## config.mk

```make
export PLATFORM = sky130hd
export DESIGN_NAME = rpt_seq_ctrl
export DESIGN_NICKNAME = d
export VERILOG_FILES = /design/src/rtl/rpt_pkg.sv /design/src/rtl/rpt_load_sel.sv /design/src/rtl/rpt_wr_track.sv /design/src/rtl/rpt_seq_fsm.sv /design/src/rtl/rpt_count_reg.sv /design/src/rtl/rpt_seq_ctrl.sv
export SDC_FILE = /design/constraint.sdc
export NUM_CORES = 1
export LEC_CHECK = 0
export BUFFER_PORTS_ARGS = -buffer_cell sky130_fd_sc_hd__buf_2
export CORE_MARGIN = 5
export CORE_UTILIZATION = 40
export CTS_CLUSTER_DIAMETER = 60
export DETAILED_ROUTE_END_ITERATION = 12
export GPL_ROUTABILITY_DRIVEN = 0
export PLACE_DENSITY_LB_ADDON = 0.05
export SLEW_MARGIN = 10
export SYNTH_ARGS = -nofsm -noshare
export SYNTH_HDL_FRONTEND = slang
export SYNTH_SLANG_ARGS = --single-unit
```

## constraint.sdc

```tcl
create_clock -name clk -period 2.5 [get_ports clk]
set_input_delay 0.375 -clock clk [delete_from_list [all_inputs] [get_ports clk]]
set_output_delay 0.375 -clock clk [all_outputs]
set_load 0.05 [all_outputs]
```

## src/rtl/rpt_pkg.sv

```systemverilog
package rpt_pkg;

    localparam int DEF_CNT_W  = 13;
    localparam int DEF_IMM_W  = 5;
    localparam int DEF_WORD_W = 16;

    typedef enum logic [1:0] {
        SEQ_IDLE = 2'd0,
        SEQ_RUN  = 2'd1,
        SEQ_HOLD = 2'd2
    } seq_state_t;

    typedef enum logic [1:0] {
        SRC_NONE = 2'd0,
        SRC_IMM  = 2'd1,
        SRC_REG  = 2'd2
    } load_src_t;

    // events produced by the sequencer for the count register
    typedef struct packed {
        logic arm;     // sequence armed this cycle
        logic step;    // count decrements this cycle
        logic finish;  // final iteration completed
        logic hold;    // entering interrupt suspension
        logic resume;  // leaving interrupt suspension
    } seq_evt_t;

    function automatic logic is_busy(input seq_state_t st);
        return st != SEQ_IDLE;
    endfunction

endpackage

```

## src/rtl/rpt_load_sel.sv

```systemverilog
module rpt_load_sel
    import rpt_pkg::*;
#(
    parameter int CNT_W = DEF_CNT_W,
    parameter int IMM_W = DEF_IMM_W
) (
    input  logic             start_imm,
    input  logic [IMM_W-1:0] imm_val,
    input  logic             start_reg,
    input  logic [CNT_W-1:0] cur_cnt,
    input  logic             wr_recent,
    input  logic             busy,
    output load_src_t        load_src,
    output logic [CNT_W-1:0] load_cnt,
    output logic             load_nonzero,
    output logic             hazard
);

    logic [CNT_W-1:0] imm_ext;
    logic [CNT_W-1:0] imm_minus;

    generate
        if (IMM_W >= CNT_W) begin : g_imm_trunc
            assign imm_ext = imm_val[CNT_W-1:0];
        end else begin : g_imm_zext
            assign imm_ext = {{(CNT_W-IMM_W){1'b0}}, imm_val};
        end
    endgenerate

    always_comb begin
        if (imm_ext == '0) begin
            imm_minus = '0;
        end else begin
            imm_minus = imm_ext - CNT_W'(1);
        end
    end

    assign hazard = start_reg && wr_recent && !busy;

    always_comb begin
        load_src = SRC_NONE;
        load_cnt = cur_cnt;
        if (!busy) begin
            if (start_imm) begin
                load_src = SRC_IMM;
                load_cnt = imm_minus;
            end else if (start_reg && !wr_recent) begin
                load_src = SRC_REG;
                load_cnt = cur_cnt;
            end
        end
    end

    assign load_nonzero = (load_cnt != '0);

endmodule

```

## src/rtl/rpt_wr_track.sv

```systemverilog
module rpt_wr_track (
    input  logic clk,
    input  logic rst,
    input  logic wr_accept,
    output logic wr_recent
);

    always_ff @(posedge clk) begin
        if (rst) begin
            wr_recent <= 1'b0;
        end else begin
            wr_recent <= wr_accept;
        end
    end

endmodule

```

## src/rtl/rpt_seq_fsm.sv

```systemverilog
module rpt_seq_fsm
    import rpt_pkg::*;
(
    input  logic       clk,
    input  logic       rst,
    input  load_src_t  load_src,
    input  logic       load_nonzero,
    input  logic       iter_done,
    input  logic       cnt_zero,
    input  logic       irq_enter,
    input  logic       irq_return,
    output seq_state_t state,
    output seq_evt_t   evt,
    output logic       reissue
);

    seq_state_t state_nx;

    always_comb begin
        state_nx = state;
        evt      = '0;
        reissue  = 1'b0;
        unique case (state)
            SEQ_IDLE: begin
                if (load_src != SRC_NONE && load_nonzero) begin
                    evt.arm  = 1'b1;
                    state_nx = SEQ_RUN;
                end
            end
            SEQ_RUN: begin
                if (iter_done && cnt_zero) begin
                    evt.finish = 1'b1;
                    state_nx   = SEQ_IDLE;
                end else begin
                    if (iter_done) begin
                        evt.step = 1'b1;
                        reissue  = !irq_enter;
                    end
                    if (irq_enter) begin
                        evt.hold = 1'b1;
                        state_nx = SEQ_HOLD;
                    end
                end
            end
            SEQ_HOLD: begin
                if (irq_return) begin
                    evt.resume = 1'b1;
                    state_nx   = SEQ_RUN;
                end
            end
            default: state_nx = SEQ_IDLE;
        endcase
    end

    always_ff @(posedge clk) begin
        if (rst) begin
            state <= SEQ_IDLE;
        end else begin
            state <= state_nx;
        end
    end

endmodule

```

## src/rtl/rpt_count_reg.sv

```systemverilog
module rpt_count_reg
    import rpt_pkg::*;
#(
    parameter int CNT_W = DEF_CNT_W
) (
    input  logic             clk,
    input  logic             rst,
    input  logic             wr_accept,
    input  logic [CNT_W-1:0] wr_cnt,
    input  load_src_t        load_src,
    input  logic [CNT_W-1:0] load_cnt,
    input  seq_evt_t         evt,
    output logic [CNT_W-1:0] cnt,
    output logic             cnt_zero
);

    always_ff @(posedge clk) begin
        if (rst) begin
            cnt <= '0;
        end else if (wr_accept) begin
            cnt <= wr_cnt;
        end else if (load_src == SRC_IMM) begin
            cnt <= load_cnt;
        end else if (evt.step) begin
            cnt <= cnt - CNT_W'(1);
        end
    end

    assign cnt_zero = (cnt == '0);

endmodule

```

## src/rtl/rpt_seq_ctrl.sv

```systemverilog
module rpt_seq_ctrl
    import rpt_pkg::*;
#(
    parameter int CNT_W  = DEF_CNT_W,
    parameter int IMM_W  = DEF_IMM_W,
    parameter int WORD_W = DEF_WORD_W
) (
    input  logic              clk,
    input  logic              rst,
    input  logic              wr_en,
    input  logic [WORD_W-1:0] wr_data,
    input  logic              start_imm,
    input  logic [IMM_W-1:0]  imm_val,
    input  logic              start_reg,
    input  logic              iter_done,
    input  logic              irq_enter,
    input  logic              irq_return,
    output logic [WORD_W-1:0] rd_word,
    output logic              active,
    output logic              reissue,
    output logic              hazard
);

    localparam int PAD_W = WORD_W - CNT_W - 1;

    seq_state_t       state;
    seq_evt_t         evt;
    load_src_t        load_src;
    logic [CNT_W-1:0] cnt;
    logic [CNT_W-1:0] load_cnt;
    logic             load_nonzero;
    logic             cnt_zero;
    logic             busy;
    logic             wr_accept;
    logic             wr_recent;

    assign busy      = is_busy(state);
    // an accepted start in the same cycle takes precedence over a write
    assign wr_accept = wr_en && !busy && (load_src == SRC_NONE);

    rpt_load_sel #(
        .CNT_W (CNT_W),
        .IMM_W (IMM_W)
    ) u_load_sel (
        .start_imm    (start_imm),
        .imm_val      (imm_val),
        .start_reg    (start_reg),
        .cur_cnt      (cnt),
        .wr_recent    (wr_recent),
        .busy         (busy),
        .load_src     (load_src),
        .load_cnt     (load_cnt),
        .load_nonzero (load_nonzero),
        .hazard       (hazard)
    );

    rpt_wr_track u_wr_track (
        .clk       (clk),
        .rst       (rst),
        .wr_accept (wr_accept),
        .wr_recent (wr_recent)
    );

    rpt_seq_fsm u_fsm (
        .clk          (clk),
        .rst          (rst),
        .load_src     (load_src),
        .load_nonzero (load_nonzero),
        .iter_done    (iter_done),
        .cnt_zero     (cnt_zero),
        .irq_enter    (irq_enter),
        .irq_return   (irq_return),
        .state        (state),
        .evt          (evt),
        .reissue      (reissue)
    );

    rpt_count_reg #(
        .CNT_W (CNT_W)
    ) u_count (
        .clk       (clk),
        .rst       (rst),
        .wr_accept (wr_accept),
        .wr_cnt    (wr_data[CNT_W-1:0]),
        .load_src  (load_src),
        .load_cnt  (load_cnt),
        .evt       (evt),
        .cnt       (cnt),
        .cnt_zero  (cnt_zero)
    );

    generate
        if (PAD_W > 0) begin : g_pad
            assign rd_word = {busy, {PAD_W{1'b0}}, cnt};
        end else begin : g_nopad
            assign rd_word = {busy, cnt};
        end
    endgenerate

    assign active = (state == SEQ_RUN);

endmodule

```

==> out/qor.csv <==
stage,metric,value,unit
cells_and_area,Nets,247,
synthesis,Netlist Area Pre-Place,0.00127,sq mm
global_route,grt ovf,0,
power_and_ir_drop,clock power share,7.2,%
cts,worst-case clock buffer depth,2,
power_and_ir_drop,Combinational Power Share,71.6,%
global_route,vias in the first global route,1412,
setup_path,crit path max-delay cell type,or4_4,
synthesis,Async SR Flop Fraction,0,%
routing,metal2 WL,1.94,mm
synthesis,Syn. warnings,0,
routing,Routed wire per std cell,15.0,um
timing,Max Freq,406,MHz
setup_path,CP Data Required Time,2.12,ns
routing,DR vias,1439,
power_and_ir_drop,total internal power,1010,uW
power_and_ir_drop,Reg power frac,21.2,%
floorplanning,Initial Util,41.6,%
hold_path,Hold Path Depth,3,
power_and_ir_drop,maximum VDD drop,0.659,mV
timing,Slew HR,60.6,%
cells_and_area,ANT cells,0,
setup_path,CP Max Fanout,5,
cells_and_area,Fillers,323,
power_and_ir_drop,overall power,2090,uW
cells_and_area,Area growth syn-to-layout,31.0,%
timing,RSZ-0062 raised after global routing,yes,
cells_and_area,"commonest non-fill, non-tap cell in the layout",buf_2,
cells_and_area,Sequential cell area,333,sq um
global_route,global-route wire length before repair,6.33,mm
synthesis,Synth area leader,dfxtp_1,
routing,Detailed Route Iter0 Violations,87,
power_and_ir_drop,Switching Power,1080,uW
routing,DR DRC count,0,
cts,Max H-tree Level,1,
place,number of port buffers,42,
timing,Setup Skew,0.0129,ns
setup_path,Worst Path Buf+Inv,1,
floorplanning,die width,66.4,um
cts,Worst-Skew Late Latency,0.29,ns
routing,metal3 WL,214,um
floorplanning,DIE HEIGHT,66.4,um
power_and_ir_drop,Static Leak,0.000723,uW
cells_and_area,"commonest cells after routing, fill and taps aside","buf_2, a21oi_1, nor2_1, buf_4, dfxtp_1",
setup_path,Worst setup EP type,output pin,
routing,Detail Route Antenna Nets,0,
setup_path,Worst setup SP type,register,
synthesis,Synth cell types,51,
global_route,largest net degree at the start of global routing,22,
timing,final worst path period need,2.46,ns
power_and_ir_drop,PD cells,1260,mW/mm^2
global_route,initial antenna violation count,0,
setup_path,Top delay family on crit path,simple AND/OR/NAND/NOR gates,
cells_and_area,share of cells above drive strength 1,36.3,%
floorplanning,row cnt,20,
cts,CTS tree,done,
floorplanning,I/O Pins,48,
routing,DR top layer,met4,
synthesis,Syn Area/Cell,7.70,sq um
synthesis,cell count after synthesis,165,
status,run status,finished clean,
synthesis,Synth area leaders,"dfxtp_1, a21oi_1, nor2_1",
routing,DR pass1 iterations,4,
setup_path,Worst Path Arrival,2.09,ns
floorplanning,core footprint,0.00305,sq mm
timing,Final period util,98.5,%
synthesis,#FFs+latches synth,16,
cts,root buf cell,clkbuf_4,
timing,Setup Viol. Count Final,0,
synthesis,Main synth FF type,dfxtp_1,
cts,Clock transition at path regs,0.11,ns
routing,DR vias/cell,5.56,
global_route,gr usage total,18.6,%
synthesis,"EDFF count, synth",0,
floorplanning,DIE AREA,0.00441,sq mm
synthesis,sequential share of the synthesized area,25.2,%
setup_path,"Worst Path Class, Setup",reg2out,
timing,Worst-Margin Slew,0.591,ns
flow_run,number of max-cap violations,0,
setup_path,Crit path largest cell delay,0.54,ns
cts,clock sink count,16,
setup_path,Crit path top cell by count,or4_4,
power_and_ir_drop,Sw Ratio,51.8,%
setup_path,FF-to-FF path depth,5,
timing,Final Hold Viols,0,
routing,WL final,3.89,mm
setup_path,crit-path cells,or4_4 > or4_4 > and4b_1 > buf_6,
hold_path,min-delay worst type,in2reg,
synthesis,Yosys top cell area share,25.2,%
place,Post-DP HPWL,2.91,mm
cells_and_area,fin util,54.5,%
setup_path,Worst path depth,4,
cells_and_area,area of the multi-input gates,875,sq um
routing,WL met1,1.69,mm
timing,final max-slew violation count,0,
cts,cts hold-fix bufs,0,
cts,total CTS buffers,3,
==> area by class of cell <==
class,count,area share (%)
flip-flops and latches,16,20.0
clock buffers,4,1.58
multi-input cells,127,52.5
well taps,44,3.31
repair buffers,57,20.0
inverters,11,2.63
==> synth_stat cells, types with 2 or more instances <==
cell	instances
dfxtp_1	16
a21oi_1	17
nand3b_1	5
nand3_1	6
a2bb2oi_1	3
inv_1	11
o31ai_1	3
o41ai_1	2
clkbuf_1	5
nor4_1	3
o21ai_0	3
xnor2_1	5
or4_1	2
nand2_1	9
o211ai_1	5
nor2_1	15
nor3b_1	2
ha_1	2
buf_4	3
nand2b_1	2
nor3_1	8
o221ai_1	5
xor2_1	3
nor2b_1	2
buf_6	2
==> state kept, by name (all words and copies together), names as in the netlist <==
register / flops
u_count.cnt: 13
u_fsm.state: 2
u_wr_track.wr_recent: 1
==> per-layer routing <==
layer | vias to the layer above | global-route usage (%)
li1 | 722 | -
met1 | 675 | 22.9
met2 | 35 | 32.7
met3 | 7 | 3.23
met4 | 0 | 5.33
met5 | - | 0
==> power groups by stage <==
stage / logic (uW) / registers [uW] / clock network [uW]
after floorplan: 789 / 692 / 0
after global placement: 1330 / 449 / 0
after detailed placement: 1340 / 455 / 0
after CTS: 1440 / 443 / 157
after global routing: 1620 / 456 / 172
final: 1500 / 443 / 150
==> worst register-to-register path, delay by kind of cell (launching register included) <==
kind            cells  cell delay (ns)
compound gates      2             0.56
simple gates        3             1.30
flops               1             0.38
==> per-stage QoR <==
stage                     hold WS (ns)  cell area [sq um]  TNS (ns)  setup WS, ns  cells
after global placement           0.485               1550         0        0.0783    250
after detailed placement         0.494               1550         0        0.0592    250
after floorplan                  0.516               1290         0        0.0301    166
after CTS                        0.327               1630         0      0.000798    258
final                            0.331               1670         0        0.0380    259
after global routing             0.346               1670   -0.0348       -0.0348    259
==> cell families after synthesis <==
kind of cell / after synthesis / share of synthesized area (%)
adders and majority gates: 3 / 2.76
other: 1 / 0.295
buffers and inverters: 23 / 8.96
xor gates and xnor gates: 8 / 5.51
AOI/OAI and AO/OA: 51 / 29.8
DFF: 16 / 25.2
and+or+nand+nor: 63 / 27.5
==> timing repair <==
| item | in CTS | in global routing |
|---|---|---|
| buffers inserted | 4 | 1 |
| pin swaps | 3 | 2 |
| resized for setup | 8 | 5 |
| setup endpoints to repair | 1 | 11 |
==> worst paths after layout <==
check,slack (ns),start,endpoint
setup / recovery,0.04,u_count.cnt[7],reissue
hold / removal,0.33,wr_data[4],u_count.cnt[4]
setup reg to reg,0.15,u_count.cnt[7],u_count.cnt[6]
hold reg to reg,0.53,u_count.cnt[6],u_count.cnt[6]
Note: power is estimated with default switching activity, not from simulation.
